File: src/rtl/mag_pkg.sv
package mag_pkg;
  localparam int CFG_W      = 32;
  localparam int MAP_W      = 8;
  localparam int RD_BIT     = 8;
  localparam int WR_BIT     = 9;
  localparam int LOCK_BIT   = 31;

  typedef enum logic [1:0] {
    SEL_BASE  = 2'd0,
    SEL_LIMIT = 2'd1,
    SEL_ATTR  = 2'd2,
    SEL_NONE  = 2'd3
  } cfg_sel_e;

  // Permission verdict of one attribute word for a master index and direction.
  function automatic logic attr_grants(input logic [CFG_W-1:0] attr,
                                       input logic [2:0] mid,
                                       input logic is_write);
    logic dir_ok;
    dir_ok = is_write ? attr[WR_BIT] : attr[RD_BIT];
    return attr[mid] && dir_ok;
  endfunction

  function automatic logic attr_locked(input logic [CFG_W-1:0] attr);
    return attr[LOCK_BIT];
  endfunction
endpackage

File: src/rtl/mag_rule_file.sv
module mag_rule_file
  import mag_pkg::*;
#(
  parameter int N_ENT  = 8,
  parameter int ADDR_W = 32,
  localparam int IDX_W = (N_ENT > 1) ? $clog2(N_ENT) : 1
) (
  input  logic                          clk,
  input  logic                          rst_n,
  input  logic                          cfg_we,
  input  logic [IDX_W-1:0]              cfg_idx,
  input  logic [1:0]                    cfg_sel,
  input  logic [CFG_W-1:0]              cfg_wdata,
  output logic [CFG_W-1:0]              cfg_rdata,
  output logic [N_ENT-1:0][ADDR_W-1:0]  base_o,
  output logic [N_ENT-1:0][ADDR_W-1:0]  limit_o,
  output logic [N_ENT-1:0][CFG_W-1:0]   attr_o
);
  logic [N_ENT-1:0] locked;
  logic [N_ENT-1:0] wr_take;

  for (genvar i = 0; i < N_ENT; i++) begin : g_ent
    assign locked[i]  = attr_locked(attr_o[i]);
    assign wr_take[i] = cfg_we && (cfg_idx == IDX_W'(i)) && !locked[i];

    always_ff @(posedge clk or negedge rst_n) begin
      if (!rst_n) begin
        base_o[i]  <= '1;
        limit_o[i] <= '0;
        attr_o[i]  <= '0;
      end else if (wr_take[i]) begin
        case (cfg_sel_e'(cfg_sel))
          SEL_BASE:  base_o[i]  <= cfg_wdata[ADDR_W-1:0];
          SEL_LIMIT: limit_o[i] <= cfg_wdata[ADDR_W-1:0];
          SEL_ATTR:  attr_o[i]  <= cfg_wdata;
          default: ;
        endcase
      end
    end

    // a locked rule keeps its contents and its lock
    a_r5_locked_frozen: assert property (@(posedge clk) disable iff (!rst_n)
      locked[i] |=> ($stable(base_o[i]) && $stable(limit_o[i]) && $stable(attr_o[i])));
    a_r5_lock_sticky: assert property (@(posedge clk) disable iff (!rst_n)
      locked[i] |=> locked[i]);
  end

  always_comb begin
    cfg_rdata = '0;
    case (cfg_sel_e'(cfg_sel))
      SEL_BASE:  cfg_rdata = CFG_W'(base_o[cfg_idx]);
      SEL_LIMIT: cfg_rdata = CFG_W'(limit_o[cfg_idx]);
      SEL_ATTR:  cfg_rdata = attr_o[cfg_idx];
      default:   cfg_rdata = '0;
    endcase
  end

  // unused selector reads as zero
  a_r9_none_zero: assert property (@(posedge clk) disable iff (!rst_n)
    (cfg_sel == 2'd3) |-> (cfg_rdata == '0));
endmodule

File: src/rtl/mag_decider.sv
module mag_decider
  import mag_pkg::*;
#(
  parameter int N_ENT  = 8,
  parameter int ADDR_W = 32,
  parameter int MID_W  = 3,
  localparam int IDX_W = (N_ENT > 1) ? $clog2(N_ENT) : 1
) (
  input  logic [ADDR_W-1:0]             addr,
  input  logic                          is_write,
  input  logic [MID_W-1:0]              mid,
  input  logic [N_ENT-1:0][ADDR_W-1:0]  base_i,
  input  logic [N_ENT-1:0][ADDR_W-1:0]  limit_i,
  input  logic [N_ENT-1:0][CFG_W-1:0]   attr_i,
  output logic                          hit_any,
  output logic [IDX_W-1:0]              hit_idx,
  output logic                          permit
);
  function automatic logic in_region(input logic [ADDR_W-1:0] a,
                                     input logic [ADDR_W-1:0] lo,
                                     input logic [ADDR_W-1:0] hi);
    return (a >= lo) && (a <= hi);
  endfunction

  logic [N_ENT-1:0] hits;

  for (genvar i = 0; i < N_ENT; i++) begin : g_cmp
    assign hits[i] = in_region(addr, base_i[i], limit_i[i]);
  end

  // Scan from the top index down so the lowest matching index is left standing.
  always_comb begin
    hit_idx = '0;
    for (int i = N_ENT - 1; i >= 0; i--) begin
      if (hits[i]) hit_idx = IDX_W'(i);
    end
  end

  assign hit_any = |hits;
  assign permit  = hit_any && attr_grants(attr_i[hit_idx], 3'(mid), is_write);
endmodule

File: src/rtl/mag_deny_log.sv
module mag_deny_log #(
  parameter int ADDR_W = 32,
  parameter int MID_W  = 3
) (
  input  logic              clk,
  input  logic              rst_n,
  input  logic              deny_fire,
  input  logic [ADDR_W-1:0] addr,
  input  logic [MID_W-1:0]  mid,
  output logic              err_valid,
  output logic [ADDR_W-1:0] err_addr,
  output logic [MID_W-1:0]  err_mid
);
  always_ff @(posedge clk or negedge rst_n) begin
    if (!rst_n) begin
      err_valid <= 1'b0;
      err_addr  <= '0;
      err_mid   <= '0;
    end else if (deny_fire) begin
      err_valid <= 1'b1;
      err_addr  <= addr;
      err_mid   <= mid;
    end
  end

  // capture of the refused request
  a_r8_capture: assert property (@(posedge clk) disable iff (!rst_n)
    deny_fire |=> (err_valid && err_addr == $past(addr) && err_mid == $past(mid)));
  a_r8_valid_sticky: assert property (@(posedge clk) disable iff (!rst_n)
    err_valid |=> err_valid);
endmodule

File: src/rtl/mid_access_guard.sv
module mid_access_guard
  import mag_pkg::*;
#(
  parameter int N_ENT  = 8,
  parameter int ADDR_W = 32,
  parameter int DATA_W = 32,
  parameter int MID_W  = 3,
  localparam int IDX_W = (N_ENT > 1) ? $clog2(N_ENT) : 1
) (
  input  logic              clk,
  input  logic              rst_n,
  input  logic              up_valid,
  output logic              up_ready,
  input  logic              up_write,
  input  logic [ADDR_W-1:0] up_addr,
  input  logic [DATA_W-1:0] up_wdata,
  input  logic [MID_W-1:0]  up_mid,
  output logic [DATA_W-1:0] up_rdata,
  output logic              up_err,
  output logic              dn_valid,
  input  logic              dn_ready,
  output logic              dn_write,
  output logic [ADDR_W-1:0] dn_addr,
  output logic [DATA_W-1:0] dn_wdata,
  input  logic [DATA_W-1:0] dn_rdata,
  input  logic              cfg_we,
  input  logic [IDX_W-1:0]  cfg_idx,
  input  logic [1:0]        cfg_sel,
  input  logic [CFG_W-1:0]  cfg_wdata,
  output logic [CFG_W-1:0]  cfg_rdata,
  output logic              err_valid,
  output logic [ADDR_W-1:0] err_addr,
  output logic [MID_W-1:0]  err_mid
);
  logic [N_ENT-1:0][ADDR_W-1:0] rule_base;
  logic [N_ENT-1:0][ADDR_W-1:0] rule_limit;
  logic [N_ENT-1:0][CFG_W-1:0]  rule_attr;
  logic                         hit_any;
  logic [IDX_W-1:0]             hit_idx;
  logic                         permit;
  logic                         deny_fire;

  mag_rule_file #(.N_ENT(N_ENT), .ADDR_W(ADDR_W)) u_rules (
    .clk, .rst_n, .cfg_we, .cfg_idx, .cfg_sel, .cfg_wdata, .cfg_rdata,
    .base_o(rule_base), .limit_o(rule_limit), .attr_o(rule_attr)
  );

  mag_decider #(.N_ENT(N_ENT), .ADDR_W(ADDR_W), .MID_W(MID_W)) u_dec (
    .addr(up_addr), .is_write(up_write), .mid(up_mid),
    .base_i(rule_base), .limit_i(rule_limit), .attr_i(rule_attr),
    .hit_any, .hit_idx, .permit
  );

  assign deny_fire = up_valid && !permit;

  mag_deny_log #(.ADDR_W(ADDR_W), .MID_W(MID_W)) u_log (
    .clk, .rst_n, .deny_fire, .addr(up_addr), .mid(up_mid),
    .err_valid, .err_addr, .err_mid
  );

  assign dn_valid = up_valid && permit;
  assign dn_write = up_write;
  assign dn_addr  = up_addr;
  assign dn_wdata = up_wdata;
  assign up_ready = permit ? dn_ready : 1'b1;
  assign up_rdata = permit ? dn_rdata : '0;
  assign up_err   = deny_fire;

  // refused requests never reach the slave
  a_r6_no_forward: assert property (@(posedge clk) disable iff (!rst_n)
    (up_valid && !permit) |-> !dn_valid);
  // refused requests end at once with an error and no data
  a_r7_err_now: assert property (@(posedge clk) disable iff (!rst_n)
    deny_fire |-> (up_ready && up_err && up_rdata == '0));
  // nothing matched means nothing allowed
  a_r3_miss_denies: assert property (@(posedge clk) disable iff (!rst_n)
    (up_valid && !hit_any) |-> (up_err && !dn_valid));
  // the deciding rule really contains the address
  a_r2_idx_contains: assert property (@(posedge clk) disable iff (!rst_n)
    (up_valid && hit_any) |->
      (up_addr >= rule_base[hit_idx] && up_addr <= rule_limit[hit_idx]));
endmodule

File: config.mk
export PLATFORM = sky130hd
export DESIGN_NAME = mid_access_guard
export DESIGN_NICKNAME = d
export VERILOG_FILES = /design/src/rtl/mag_pkg.sv /design/src/rtl/mag_rule_file.sv /design/src/rtl/mag_decider.sv /design/src/rtl/mag_deny_log.sv /design/src/rtl/mid_access_guard.sv
export SDC_FILE = /design/constraint.sdc
export NUM_CORES = 2
export LEC_CHECK = 0
export CORE_UTILIZATION = 65
export CTS_CLUSTER_SIZE = 24
export DETAILED_ROUTE_END_ITERATION = 12
export PLACE_DENSITY = 0.88
export SLEW_MARGIN = 10
export SYNTH_ARGS = -nofsm -noshare
export SYNTH_HDL_FRONTEND = slang
export SYNTH_HIERARCHICAL = 1
export SYNTH_SLANG_ARGS = --single-unit
File: constraint.sdc
create_clock -name clk -period 7.4 [get_ports clk]
set_input_delay 1.11 -clock clk [delete_from_list [all_inputs] [get_ports clk]]
set_output_delay 1.11 -clock clk [all_outputs]
set_load 0.05 [all_outputs]
==> results.md <==
* Status: complete, no violations
* Leak at 0.0266 uW
* Final net count at 5,327
* WL met3 at 20,200 um
* Largest net degree at the start of global routing at 183
* CP endpoint kind: output port
* R2R Path End: u_log/err_addr[31]$_DFFE_PN0P_
* R2R cell count at 21
* Overall Global Routing Usage at 41.0%
* Slowest stage delay, CP at 0.96 ns
* Fin. Hold Viols at 0
* CTS buffer count at 87
* Metal2 WL at 73,400 um
* Initial antenna violation count at 9
* CTS tree: yes
* Hold path endpoint: u_log/err_valid$_DFFE_PN0P_
* Peak supply drop at 298 uV
* Worst slew pin tran at 1.37 ns
* Worst-Skew Late Latency at 0.67 ns
* Synth Area per Inst at 11.5 um^2
* Hold-fix buffers, CTS at 0
* Crit-path max FO at 22
* Cells after Synth at 4,475
* Die width at 284 um
* Final WL at 167,000 um
* Total of max-cap violations at 0
* Root Driver: clkbuf_16
* CTS max path bufs at 3
* Worst hold stages at 1
* Placer Congestion at 1.05
* Detailed Routing Iterations Pass 1 at 6
* Area post-placement at 55,500 um^2
* Dpl hpwl at 114,000 um
* Fmax at 136 MHz
* Highest Signal Layer: met5
* Initial DRC Count at 4,561
* Vias in the first global route at 40,649
* Crit-path slowest cell: o31ai_1
* Grt ovf at 0
* Setup crit start kind: input port
* R2r setup slk at 1.57 ns
* Die Ht at 284 um
* Clk pin slew, worst setup/hold paths at 0.06 ns
* Critical Path RT at 6.29 ns
* Post-route setup slack at 0.0262 ns
* Multi-input gate area at 27,700 um^2
* Hold Startpoint: u_log/err_valid$_DFFE_PN0P_
* Core area at 78,000 um^2
* DR DRC count at 0
* Synthesized area at 51,600 um^2
* Vias per cell at 6.82
* Wire per inst at 28.9 um
* # fillers at 4,808
* H-tree depth at 3
* Syn nets at 5,129
* Share of cells above drive strength 1 at 33.3%
* I/O pins at 310
* RR Startpoint: u_rules/base_o[66]$_DFFE_PN1P_
* First-pass GRT wire length at 249,000 um
* Yosys warns at 6
* CTS sink cnt at 804
* DR vias at 39,523
* Row cnt at 102
* Post-layout minimum cycle time at 7.37 ns
* Placed cells at 5,621
* Port bufs at 245
* Crit path DAT at 6.26 ns
* Final non-filler cell total at 5,793
* Dpl ws at -0.0559 ns
* Max transition margin at 8.31%
* Critical path class: in -> out
* M1 WL at 60,900 um
* Final slew viol count at 0
* Clock Skew at 0.0312 ns
* P per Cell Area at 287 nW/um^2
* Final Cycle Share at 99.6%
* Final setup viols at 0
* Post-route cell area at 58,600 um^2
* Post-DRT Antenna Nets at 0
* Initial Utilization at 66.2%
* Layout area overhead at 13.6%
* Type of the most critical hold path: reg -> reg
* Crit-path cells: clkdlybuf4s50_1 -> buf_4 -> ha_1 -> nand4_1 -> o31ai_1 -> a41o_1 -> nand2_1 -> o22ai_1 -> nor2_4 -> buf_8 -> a31oi_4 -> o221ai_2 -> o221ai_2 -> o22ai_1 -> nor3_2 -> buf_4 -> buf_12 -> and2_2 -> buf_12
* Reg area at 20,400 um^2
* Die area at 80,500 um^2
cell usage in the layout, fill, tap and decap left out, types with 15 or more instances in the layout:
master	n
nor4_1	16
mux2_4	29
buf_4	147
dfrtp_1	548
clkdlybuf4s50_1	199
inv_1	514
clkbuf_16	93
nand3_1	97
clkbuf_1	19
and2_2	34
a211oi_1	21
ha_1	512
nand4_1	72
o211ai_1	52
o21ai_0	89
clkinv_2	16
mux2i_1	243
a22oi_1	97
mux2_2	738
a21o_1	36
dfstp_2	256
mux2_1	43
mux4_2	95
nor2_1	63
clkbuf_8	17
a21oi_1	192
buf_12	49
and4_1	18
nand2b_1	15
nand2_1	152
metrics by stage:
step                      util (%)  TNS, ns  hold WS (ns)  power, uW
after floorplan                  -        0         0.464       9970
after global placement        71.1    -4.30         0.448      11700
after detailed placement      71.2    -1.02         0.448      12000
after CTS                     74.9        0         0.465      16600
after global routing          75.1    -1.37         0.477      17400
final                         75.1        0         0.459      16800
area by class of cell:
| cell class | instances | area share (%) |
|---|---|---|
| repair buffers | 407 | 7.20 |
| flip-flops and latches | 804 | 34.9 |
| clock buffers | 129 | 4.49 |
| multi-input cells | 2856 | 47.3 |
| inverters | 517 | 3.33 |
| well taps | 1040 | 2.22 |
| clock inverters | 35 | 0.555 |
| diodes | 5 | 0.0214 |
flip-flops by register name, indices dropped and copies added (netlist names):
register         cells
u_log/err_mid        3
u_rules/limit_o    256
u_rules/attr_o     256
u_log/err_addr      32
u_log/err_valid      1
u_rules/base_o     256
worst max-delay path by stage:
stage / start / slack [ns] / end
after floorplan: up_addr[0] / 1.51 / up_rdata[0]
after global placement: up_addr[0] / -0.16 / up_rdata[13]
after detailed placement: up_addr[26] / -0.06 / up_rdata[14]
after CTS: up_addr[9] / 0.01 / up_rdata[14]
after global routing: up_addr[12] / -0.07 / up_rdata[14]
final: up_addr[4] / 0.03 / up_rdata[14]
power breakdown:
part	internal, uW	switching (uW)	total [uW]	leakage, uW
combinational	2660	3360	6020	0.0155
clock	2640	1890	4540	0.00146
sequential	5520	717	6230	0.00963
worst max-delay path: cells and delay by family:
family / cells / cell delay, ns
AND/OR/NAND/NOR: 5 / 0.75
AO/OA/AOI/OAI: 7 / 2.35
adder cells (fa/ha/maj): 1 / 0.31
buffers and inverters: 6 / 1.74
metal layers:
metal	up-vias	GRT usage, %
met5	-	0
met4	12	27.6
met3	777	12.7
met2	2606	61.4
met1	19587	51.1
li1	16541	-
repair_timing:
item                       4_1_cts  5_1_grt
setup buffers                    0        3
pin swaps                        0        4
setup endpoints to repair       23       35
gates resized for setup          2       26
(Power assumes the default switching activity.)
